===== src/rtl/stby_pkg.sv =====
package stby_pkg;

  typedef enum logic [2:0] {
    ST_RUN   = 3'd0,
    ST_HALT  = 3'd1,
    ST_HOLD  = 3'd2,
    ST_XHOLD = 3'd3,
    ST_STAB  = 3'd4
  } stby_st_e;

  localparam logic [1:0] REQ_RUN   = 2'b00;
  localparam logic [1:0] REQ_HALT  = 2'b01;
  localparam logic [1:0] REQ_HOLD  = 2'b10;
  localparam logic [1:0] REQ_XHOLD = 2'b11;

  localparam int NUM_OSC  = 4;
  localparam int OSC_PLL  = 0;
  localparam int OSC_CER  = 1;
  localparam int OSC_RC   = 2;
  localparam int OSC_XTAL = 3;

endpackage


===== src/rtl/stby_wake.sv =====
module stby_wake #(
  parameter int N_EXT = 5,
  parameter int N_LVL = 2
) (
  input  logic             rst_pin_n,
  input  logic             wdt_rst,
  input  logic             lvd_rst,
  input  logic             irq_any,
  input  logic [N_EXT-1:0] ext_irq,
  input  logic [N_LVL-1:0] ext_lvl,
  input  logic             port0_irq,
  input  logic             usb_irq,
  input  logic             btmr_irq,
  input  logic             ir_irq,
  output logic             rst_evt,
  output logic             wake_halt,
  output logic             wake_hold,
  output logic             wake_xhold
);

  logic [N_EXT-1:0] ext_ok;

  // lines with a trigger-type flag only count when level-sensitive
  for (genvar i = 0; i < N_EXT; i++) begin : g_ext
    if (i < N_LVL) begin : g_gated
      assign ext_ok[i] = ext_irq[i] & ext_lvl[i];
    end else begin : g_plain
      assign ext_ok[i] = ext_irq[i];
    end
  end

  assign rst_evt    = ~rst_pin_n | wdt_rst | lvd_rst;
  assign wake_halt  = irq_any;
  assign wake_hold  = (|ext_ok) | port0_irq | usb_irq;
  assign wake_xhold = wake_hold | btmr_irq | ir_irq;

endmodule


===== src/rtl/stby_fsm.sv =====
module stby_fsm
  import stby_pkg::*;
#(
  parameter int STAB_CYCLES = 16
) (
  input  logic     clk,
  input  logic     rst,
  input  logic     req_valid,
  input  logic [1:0] req_mode,
  input  logic     rst_evt,
  input  logic     wake_halt,
  input  logic     wake_hold,
  input  logic     wake_xhold,
  output stby_st_e st_q,
  output stby_st_e st_nxt,
  output logic     from_x_q
);

  localparam int CW = (STAB_CYCLES > 1) ? $clog2(STAB_CYCLES) : 1;
  localparam logic [CW-1:0] CNT_LOAD = CW'(STAB_CYCLES - 1);

  logic [CW-1:0] cnt_q;

  always_comb begin
    st_nxt = st_q;
    unique case (st_q)
      ST_RUN: begin
        if (req_valid) begin
          unique case (req_mode)
            REQ_HALT:  st_nxt = ST_HALT;
            REQ_HOLD:  st_nxt = ST_HOLD;
            REQ_XHOLD: st_nxt = ST_XHOLD;
            default:   st_nxt = ST_RUN;
          endcase
        end
      end
      ST_HALT:  if (wake_halt)  st_nxt = ST_RUN;
      ST_HOLD:  if (wake_hold)  st_nxt = ST_STAB;
      ST_XHOLD: if (wake_xhold) st_nxt = ST_STAB;
      ST_STAB:  if (cnt_q == '0) st_nxt = ST_RUN;
      default:  st_nxt = ST_RUN;
    endcase
    if (rst_evt) st_nxt = ST_RUN;
  end

  always_ff @(posedge clk) begin
    if (rst) begin
      st_q     <= ST_RUN;
      cnt_q    <= '0;
      from_x_q <= 1'b0;
    end else begin
      st_q <= st_nxt;
      if (st_q != ST_STAB && st_nxt == ST_STAB) begin
        cnt_q <= CNT_LOAD;
      end else if (st_q == ST_STAB && cnt_q != '0) begin
        cnt_q <= cnt_q - 1'b1;
      end
      if (st_q != ST_STAB) begin
        from_x_q <= (st_q == ST_XHOLD);
      end
    end
  end

  AST_NO_STANDBY_HOP: assert property (@(posedge clk) disable iff (rst)
    (st_q == ST_HALT || st_q == ST_HOLD || st_q == ST_XHOLD) |=>
    (st_q == $past(st_q) || st_q == ST_RUN || st_q == ST_STAB));

  AST_HALT_EXIT: assert property (@(posedge clk) disable iff (rst)
    (st_q == ST_HALT && wake_halt) |=> (st_q == ST_RUN));

  AST_RST_FORCES_RUN: assert property (@(posedge clk) disable iff (rst)
    rst_evt |=> (st_q == ST_RUN));

  AST_STAB_BOUND: assert property (@(posedge clk) disable iff (rst)
    (st_q == ST_STAB) |-> (cnt_q <= CNT_LOAD));

endmodule


===== src/rtl/stby_outreg.sv =====
module stby_outreg
  import stby_pkg::*;
(
  input  logic               clk,
  input  logic               rst,
  input  stby_st_e           st_q,
  input  stby_st_e           st_nxt,
  input  logic               from_x_q,
  input  logic               rst_evt,
  input  logic [NUM_OSC-1:0] osc_cfg,
  input  logic               lrc_wdt_en,
  input  logic               btmr_lrc_sel,
  output logic               cpu_clk_en,
  output logic               per_clk_en,
  output logic               btmr_clk_en,
  output logic               ir_clk_en,
  output logic [NUM_OSC-1:0] osc_en,
  output logic               lrc_en,
  output logic               sys_rst_pulse
);

  logic [NUM_OSC-1:0] snap_osc_q;
  logic               snap_lrc_q;
  logic               snap_frz_q;
  logic               rst_evt_q;
  logic               entering;
  logic               x_origin;
  logic               xtal_keep;
  logic               frz_now;
  logic               lrc_hold;
  logic [NUM_OSC-1:0] xhold_osc;

  assign entering  = (st_q == ST_RUN) &&
                     (st_nxt == ST_HOLD || st_nxt == ST_XHOLD);
  assign x_origin  = (st_q == ST_XHOLD) || (st_q == ST_STAB && from_x_q);
  assign xtal_keep = (st_q == ST_RUN) ? osc_cfg[OSC_XTAL] : snap_osc_q[OSC_XTAL];
  assign frz_now   = (st_q == ST_RUN) ? btmr_lrc_sel : snap_frz_q;
  assign lrc_hold  = (st_q == ST_RUN) ? lrc_wdt_en : snap_lrc_q;

  always_comb begin
    xhold_osc           = '0;
    xhold_osc[OSC_XTAL] = xtal_keep;
  end

  always_ff @(posedge clk) begin
    if (rst) begin
      snap_osc_q <= '0;
      snap_lrc_q <= 1'b0;
      snap_frz_q <= 1'b0;
    end else if (entering) begin
      snap_osc_q <= osc_cfg;
      snap_lrc_q <= lrc_wdt_en;
      snap_frz_q <= btmr_lrc_sel;
    end
  end

  always_ff @(posedge clk) begin
    if (rst) begin
      cpu_clk_en    <= 1'b1;
      per_clk_en    <= 1'b1;
      btmr_clk_en   <= 1'b1;
      ir_clk_en     <= 1'b1;
      osc_en        <= '0;
      lrc_en        <= 1'b0;
      rst_evt_q     <= 1'b0;
      sys_rst_pulse <= 1'b0;
    end else begin
      rst_evt_q     <= rst_evt;
      sys_rst_pulse <= rst_evt & ~rst_evt_q;
      lrc_en        <= (st_nxt == ST_XHOLD && frz_now) ? lrc_hold : lrc_wdt_en;
      unique case (st_nxt)
        ST_HALT: begin
          {cpu_clk_en, per_clk_en, btmr_clk_en, ir_clk_en} <= 4'b0111;
          osc_en <= osc_cfg;
        end
        ST_HOLD: begin
          {cpu_clk_en, per_clk_en, btmr_clk_en, ir_clk_en} <= 4'b0000;
          osc_en <= '0;
        end
        ST_XHOLD: begin
          {cpu_clk_en, per_clk_en, btmr_clk_en, ir_clk_en} <= 4'b0011;
          osc_en <= xhold_osc;
        end
        ST_STAB: begin
          {cpu_clk_en, per_clk_en, btmr_clk_en, ir_clk_en} <=
            {2'b00, x_origin, x_origin};
          osc_en <= snap_osc_q;
        end
        default: begin
          {cpu_clk_en, per_clk_en, btmr_clk_en, ir_clk_en} <= 4'b1111;
          osc_en <= osc_cfg;
        end
      endcase
    end
  end

  AST_HOLD_ALL_OFF: assert property (@(posedge clk) disable iff (rst)
    (st_q == ST_HOLD) |-> (osc_en == '0 && !cpu_clk_en && !per_clk_en));

  AST_XTAL_KEPT: assert property (@(posedge clk) disable iff (rst)
    (st_q == ST_XHOLD && $past(st_q) == ST_XHOLD) |-> $stable(osc_en[OSC_XTAL]));

  AST_STAB_CPU_GATED: assert property (@(posedge clk) disable iff (rst)
    (st_q == ST_STAB) |-> (!cpu_clk_en && !per_clk_en));

  AST_PULSE_SINGLE: assert property (@(posedge clk) disable iff (rst)
    sys_rst_pulse |=> !sys_rst_pulse);

endmodule


===== src/rtl/stby_ctrl.sv =====
module stby_ctrl
  import stby_pkg::*;
#(
  parameter int STAB_CYCLES = 16,
  parameter int N_EXT       = 5,
  parameter int N_LVL       = 2
) (
  input  logic               clk,
  input  logic               rst,
  input  logic               req_valid_i,
  input  logic [1:0]         req_mode_i,
  input  logic               rst_pin_n_i,
  input  logic               wdt_rst_i,
  input  logic               lvd_rst_i,
  input  logic               irq_any_i,
  input  logic [N_EXT-1:0]   ext_irq_i,
  input  logic [N_LVL-1:0]   ext_lvl_i,
  input  logic               port0_irq_i,
  input  logic               usb_irq_i,
  input  logic               btmr_irq_i,
  input  logic               ir_irq_i,
  input  logic [NUM_OSC-1:0] osc_cfg_i,
  input  logic               lrc_wdt_en_i,
  input  logic               btmr_lrc_sel_i,
  output logic               cpu_clk_en_o,
  output logic               per_clk_en_o,
  output logic               btmr_clk_en_o,
  output logic               ir_clk_en_o,
  output logic [NUM_OSC-1:0] osc_en_o,
  output logic               lrc_en_o,
  output logic               sys_rst_pulse_o
);

  logic     rst_evt;
  logic     wake_halt;
  logic     wake_hold;
  logic     wake_xhold;
  stby_st_e st_q;
  stby_st_e st_nxt;
  logic     from_x_q;

  stby_wake #(
    .N_EXT (N_EXT),
    .N_LVL (N_LVL)
  ) u_wake (
    .rst_pin_n  (rst_pin_n_i),
    .wdt_rst    (wdt_rst_i),
    .lvd_rst    (lvd_rst_i),
    .irq_any    (irq_any_i),
    .ext_irq    (ext_irq_i),
    .ext_lvl    (ext_lvl_i),
    .port0_irq  (port0_irq_i),
    .usb_irq    (usb_irq_i),
    .btmr_irq   (btmr_irq_i),
    .ir_irq     (ir_irq_i),
    .rst_evt    (rst_evt),
    .wake_halt  (wake_halt),
    .wake_hold  (wake_hold),
    .wake_xhold (wake_xhold)
  );

  stby_fsm #(
    .STAB_CYCLES (STAB_CYCLES)
  ) u_fsm (
    .clk        (clk),
    .rst        (rst),
    .req_valid  (req_valid_i),
    .req_mode   (req_mode_i),
    .rst_evt    (rst_evt),
    .wake_halt  (wake_halt),
    .wake_hold  (wake_hold),
    .wake_xhold (wake_xhold),
    .st_q       (st_q),
    .st_nxt     (st_nxt),
    .from_x_q   (from_x_q)
  );

  stby_outreg u_out (
    .clk           (clk),
    .rst           (rst),
    .st_q          (st_q),
    .st_nxt        (st_nxt),
    .from_x_q      (from_x_q),
    .rst_evt       (rst_evt),
    .osc_cfg       (osc_cfg_i),
    .lrc_wdt_en    (lrc_wdt_en_i),
    .btmr_lrc_sel  (btmr_lrc_sel_i),
    .cpu_clk_en    (cpu_clk_en_o),
    .per_clk_en    (per_clk_en_o),
    .btmr_clk_en   (btmr_clk_en_o),
    .ir_clk_en     (ir_clk_en_o),
    .osc_en        (osc_en_o),
    .lrc_en        (lrc_en_o),
    .sys_rst_pulse (sys_rst_pulse_o)
  );

  AST_HALT_CPU_ONLY: assert property (@(posedge clk) disable iff (rst)
    (st_q == ST_HALT) |-> (!cpu_clk_en_o && per_clk_en_o && btmr_clk_en_o));

  AST_XHOLD_TIMERS_ON: assert property (@(posedge clk) disable iff (rst)
    (st_q == ST_XHOLD) |-> (btmr_clk_en_o && ir_clk_en_o && !per_clk_en_o
                            && osc_en_o[OSC_PLL] == 1'b0));

endmodule


===== config.mk =====
export PLATFORM = sky130hd
export DESIGN_NAME = stby_ctrl
export DESIGN_NICKNAME = d
export VERILOG_FILES = /design/src/rtl/stby_pkg.sv /design/src/rtl/stby_wake.sv /design/src/rtl/stby_fsm.sv /design/src/rtl/stby_outreg.sv /design/src/rtl/stby_ctrl.sv
export SDC_FILE = /design/constraint.sdc
export NUM_CORES = 1
export LEC_CHECK = 0
export BUFFER_PORTS_ARGS = -buffer_cell sky130_fd_sc_hd__buf_2
export CORE_MARGIN = 2
export CORE_UTILIZATION = 32
export DETAILED_ROUTE_END_ITERATION = 7
export HOLD_SLACK_MARGIN = 0.12
export PLACE_DENSITY = 0.56
export REMOVE_ABC_BUFFERS = 1
export SYNTH_ARGS = -nofsm -noshare
export SYNTH_HDL_FRONTEND = slang
export SYNTH_SLANG_ARGS = --single-unit

===== constraint.sdc =====
create_clock -name clk -period 3.2 [get_ports clk]
set_clock_uncertainty 0.2 [all_clocks]
set_input_delay 0.16 -clock clk [delete_from_list [all_inputs] [get_ports clk]]
set_output_delay 0.16 -clock clk [all_outputs]
set_load 0.02 [all_outputs]

; Word level (Yosys, flattened, before mapping)
; Cells that the tools add are included.
[word_totals]
in_bits = 26
out_inout_bits = 10
word_cells = 69
register_bits = 24
[classes]
bitwise_logic = 11
n_reduce_logical = 14
add_sub_neg = 1
mux = 18
eq_ne = 12
[ops]
columns = cell, count
row1 = $mux 3, 6
row2 = $pmux 3 s5, 1
row3 = $eq 3x2->1 const B, 4
row4 = $pmux 4 s3, 1
row5 = $mux 4, 2
row6 = $eq 3x1->1 const B, 2
row7 = $eq 3x3->1 const B, 2
row8 = $mux 1, 6
row9 = $or 1x1->1, 6
row10 = $pmux 2 s3, 1
row11 = $logic_and 1x1->1, 5
row12 = $reduce_or 5->1, 1
row13 = $eq 2x2->1 const B, 2
row14 = $logic_not 4->1, 1
row15 = $reduce_bool 4->1, 1
row16 = $reduce_or 4->1, 1
row17 = $sub 4x1->4 const B, 1
row18 = $and 1x1->1, 3
row19 = $logic_not 3->1, 1
row20 = $ne 3x3->1 const B, 1
row21 = $reduce_or 3->1, 1
row22 = $eq 2x1->1 const B, 1
row23 = $logic_or 1x1->1, 2
row24 = $not 1->1, 2
row25 = 2 further kinds, 2

; Logic depth before layout (Yosys ltp)
[logic_depth]
word_depth = 12
ltp_mapped = 7
mapped_depth_nobuf = 7

; Modules after synthesis
; From an unflattened synthesis, not the netlist that was laid out.
[unflattened]
cells_unflattened = 148
area_unflattened_um2 = 1325.0
[by_module_without_submodules]
columns = module, area_per_inst_um2, cells_per_inst, seq_area_each_um2, instances
row1 = stby_outreg, 763.2, 85, 320.3, 1
row2 = stby_fsm, 513.0, 56, 160.2, 1
row3 = stby_wake, 48.8, 7, 0.0, 1

; Worst setup path before layout
; No wires, ideal clock.
[synth_timing]
kind = reg-to-reg
from = reg u_fsm.cnt_q[0]
to = reg u_out.osc_en[1]
path_slack_ns = 1.461
path_stages_with_launch = 8
n_path_buf = 0
required_ns = 2.908
synth_period_minus_slack_ns = 1.739
setup_ns = 0.092
t_arrival_ns = 1.447
cell_sequence = dfxtp_1 > inv_1 > ha_1 > inv_1 > o311a_2 > a22oi_4 > nand2_1 > o32ai_1
[synth_via]
elab_chain_cells = 6
word_cells_on_any_way = 8
classes_between = 3 x eq/ne / 4 x mux / 1 x reduce/logical
[synth_rtl]
columns = item, line
row1 = start: declaration, stby_fsm.sv:22  ; logic [CW-1:0] cnt_q;
row2 = start signal: assignment, stby_fsm.sv:56  ; cnt_q <= cnt_q - 1'b1;
row3 = $logic_not 4->1 *, stby_fsm.sv:40  ; ST_STAB: if (cnt_q == '0) st_nxt = ST_RUN;
row4 = $mux 3 *, stby_fsm.sv:40
row5 = $pmux 3 s5 *, stby_fsm.sv:26  ; unique case (st_q)
row6 = $mux 3 *, stby_fsm.sv:43  ; if (rst_evt) st_nxt = ST_RUN;
row7 = $eq 3x3->1 or $eq 3x2->1 (tied branches), stby_outreg.sv:71  ; unique case (st_nxt)
row8 = $pmux 4 s3 *, stby_outreg.sv:71
row9 = end signal: assignment, stby_outreg.sv:74  ; osc_en <= osc_cfg;
row10 = end signal: assignment, stby_outreg.sv:82  ; osc_en <= xhold_osc;
row11 = end signal: assignment, stby_outreg.sv:87  ; osc_en <= snap_osc_q;
row12 = end: declaration, stby_outreg.sv:17  ; output logic [NUM_OSC-1:0] osc_en,
; Every way passes the cells marked *; elsewhere a longest branch is shown, timed or not.
; A chain may end at the register's enable or synchronous reset.

; Final worst setup path
[layout_timing]
from = in lvd_rst_i
to = reg u_out.snap_lrc_q
[layout_via]
elab_chain_cells = 5
word_cells_on_any_way = 6
classes_between = 2 x eq/ne / 1 x mux / 1 x bitwise / 2 x reduce/logical
[layout_rtl]
columns = item, line
row1 = start: declaration, stby_ctrl.sv:14  ; input logic lvd_rst_i,
row2 = $or 1x1->1 *, stby_wake.sv:32  ; assign rst_evt = ~rst_pin_n | wdt_rst | lvd_rst;
row3 = $mux 3 *, stby_fsm.sv:43
row4 = $eq 3x2->1, stby_outreg.sv:34  ; (st_nxt == ST_HOLD || st_nxt == ST_XHOLD);
row5 = $logic_or 1x1->1 *, stby_outreg.sv:34
row6 = $logic_and 1x1->1 *, stby_outreg.sv:33  ; assign entering = (st_q == ST_RUN) &&
row7 = end signal: assignment, stby_outreg.sv:52  ; snap_lrc_q <= lrc_wdt_en;
row8 = end: declaration, stby_outreg.sv:23  ; logic snap_lrc_q;
; Marked as above.

==> impl_metrics.tcl <==
set metrics [dict create \
    outcome "complete, no violations" \
    start_util_pct 33.1 \
    powerDensity_nw_per_um2 401 \
    rsz0062_at_grt "no" \
    io_pins 36 \
    critical_path.startpoint "lvd_rst_i" \
    syn_area_per_cell_um2 8.76 \
    fin_ws_ps 492 \
    die_h_um 62.5 \
    wl_um 2400 \
    cp_max_fo 10 \
    p_clk_share_pct 36.8 \
    htree_levels 1 \
    cp_slowest_cell "nor2b_1" \
    pre_cts_ws_ps 1170 \
    crit_type "in -> reg" \
    power_leakage_nw 0.619 \
    dr.pass1.iters 4 \
    syn_inst 125 \
    cts_hold_repair.buffers 12 \
    ctsResizeCount 0 \
    grt_max_degree 30 \
    hold_class "in -> reg" \
    cp_data_required_time_ps 3220 \
    clkTransAtPathRegs_ps 130 \
    ys.flop_type "dfxtp_1" \
    seq_area_frac_synth_pct 43.9 \
    antenna_found_initial 0 \
    grt_pass1_wl_um 4300 \
    portBuffers 35 \
    worstSetupStartpointType "input port" \
    r2r_start "u_fsm.st_q[0]$_SDFF_PP0_" \
    synth.most_common_cell "dfxtp_1" \
    comb_power_share_pct 11.0 \
    dr_total_vias 1013 \
    overflow 0 \
    period_minus_slack_ps 2710 \
    ys_async_sr_fraction_pct 0 \
    cts_tree "done" \
    cp.buffers_inverters 3 \
    diodes 0 \
    grt_pass1_vias 1028 \
    hold_start "ir_irq_i" \
    crit_family "simple AND/OR/NAND/NOR gates" \
    switching_share_pct 21.3 \
    rows 21 \
    ys_warn_count 0 \
    coreArea_um2 3310 \
    ctsLongestPathBuffers 2 \
    max_cap_violations 0 \
    critPathMaxStageDelay_ps 580 \
    synth_top_area_cell "dfxtp_1" \
    via_per_inst 4.69 \
    yosysTopAreaCellShare_pct 43.9 \
    place_hpwl_um 1780 \
    hold_viol 0 \
    place_congestion 0.749 \
    dieArea_um2 3910 \
    arrival_ps 2730 \
    fmax_mhz 369 \
    maxSlewViolCount 0 \
    synth-seq-cells 24 \
    layout-area-overhead-vs-synth_pct 34.2 \
    fin_crit_sh_pct 84.6 \
    post_drt_wl_per_cell_um 11.1 \
    die_w_um 62.5 \
    worstPathCellList "dlygate4sd3_1, buf_2, nor3b_2, nor2b_1, nand2_1, nand2_1, a21oi_1, dlygate4sd3_1" \
    seqPwrFrac_pct 52.2 \
    internal_power_mw 0.464 \
    finalSetupViolCount 0 \
    fin_nets 198 \
    postCtsSetupBuffers 0 \
    synth_area_leaders "dfxtp_1 44%, nand2_1 5.1%, a21oi_1 5.0%" \
    synth-edff-count 0 \
    worstMarginPinSlew_ps 637 \
    clock-root-buffer "clkbuf_4" \
    clk_latency_ps 310 \
    clock_sinks 24 \
    setup_tns_ps 0 \
    slew_headroom_pct 57.4 \
    drt_iter0_markers 52 \
    p_switching_mw 0.125 \
    grt_usage_pct 13.2 \
    post-route-drc-count 0 \
    syn_area_um2 1090 \
    drive_gt1_share_pct 26.5 \
    ant_nets 0 \
    ir_worst_vdd_uv 278 \
    final_cells 216 \
    numCtsBuffers 3 \
    place_area_um2 1300 \
    dp_cells 200 \
    end_kind "register" \
    synth_common_cells "24 x dfxtp_1, 15 x nand2_1, 11 x a21oi_1, 8 x nor2_1" \
    synth_cell_type_count 39 \
    final_cell_area_um2 1470 \
]
## per-layer routing
layer	GRT usage [%]	routed length [um]	vias to the layer above	share of wire, %
met3	3.60	87	2	3.6
met2	23.4	1190	16	49
met5	0	0	-	0
met1	16.3	1110	465	46
li1	-	-	530	-
met4	1.94	14	0	0.58
## registers in the layout (all words and copies together), names as in the netlist, 3 cells and up
signal / flops
u_out.snap_osc_q: 4
u_fsm.cnt_q: 4
u_out.osc_en: 4
u_fsm.st_q: 3
## per-stage QoR
step           hold slack, ps  util [%]  power (mW)
3_5_place_dp              205      39.2       0.370
5_1_grt                   184      44.4       0.620
2_1_floorplan            29.1         -       0.339
4_1_cts                   141      44.4       0.598
3_3_place_gp              185      39.2       0.369
6_report                  149      44.4       0.590
## cells by family after synthesis
group / share of synthesized area, %
AOI/OAI and AO/OA: 18.2
xor gates and xnor gates: 2.40
adders and majority gates: 1.14
buffers and inverters: 4.91
DFF: 43.9
muxes: 1.83
and+or+nand+nor: 27.7
## worst paths after layout
| kind | end | slack, ps | cells past startpoint |
|---|---|---|---|
| max reg2reg | u_out.snap_lrc_q$_SDFFE_PP0P_ | 870 | 6 |
| min reg2reg | u_out.sys_rst_pulse$_SDFF_PP0_ | 210 | 1 |
| min | u_fsm.st_q[0]$_SDFF_PP0_ | 150 | 5 |
| max | u_out.snap_lrc_q$_SDFFE_PP0P_ | 490 | 8 |
## cell type report
| type | count | area, um2 |
|---|---|---|
| multi-input cells | 89 | 561 |
| inverters | 6 | 22.5 |
| clock buffers | 3 | 22.5 |
| flip-flops and latches | 24 | 480 |
| clock inverters | 1 | 30.0 |
| well taps | 46 | 57.6 |
| fillers | 351 | 1840 |
| repair buffers | 47 | 295 |
## power groups by stage
stage / registers (mW) / clock network, mW / logic (mW)
after floorplan: 0.321 / 0 / 0.0183
after global placement: 0.315 / 0 / 0.0545
after detailed placement: 0.315 / 0 / 0.0554
after CTS: 0.308 / 0.225 / 0.0650
after global routing: 0.309 / 0.240 / 0.0713
final: 0.308 / 0.217 / 0.0648
## worst register-to-register path, cell delays in order, from the launching register on
cell	delay [ps]
dfxtp_1	400
nor2_1	220
and3_1	410
nand2_1	230
nand2_1	140
a21oi_1	60
dlygate4sd3_1	570
## cell usage in the layout (no fill, tap or decap), drive strengths merged, types with 2 or more instances in the layout
cell / instances
nor2b: 2
and2: 3
nand2b: 6
o21ai: 4
dlygate4sd3: 12
nor2: 8
nor3: 5
buf: 35
inv: 6
and3: 3
xor2: 2
a21oi: 11
nand3: 6
nand2: 15
clkbuf: 3
dfxtp: 24
mux2i: 2
o32ai: 3
No activity file was read; power rests on OpenSTA's default activity.
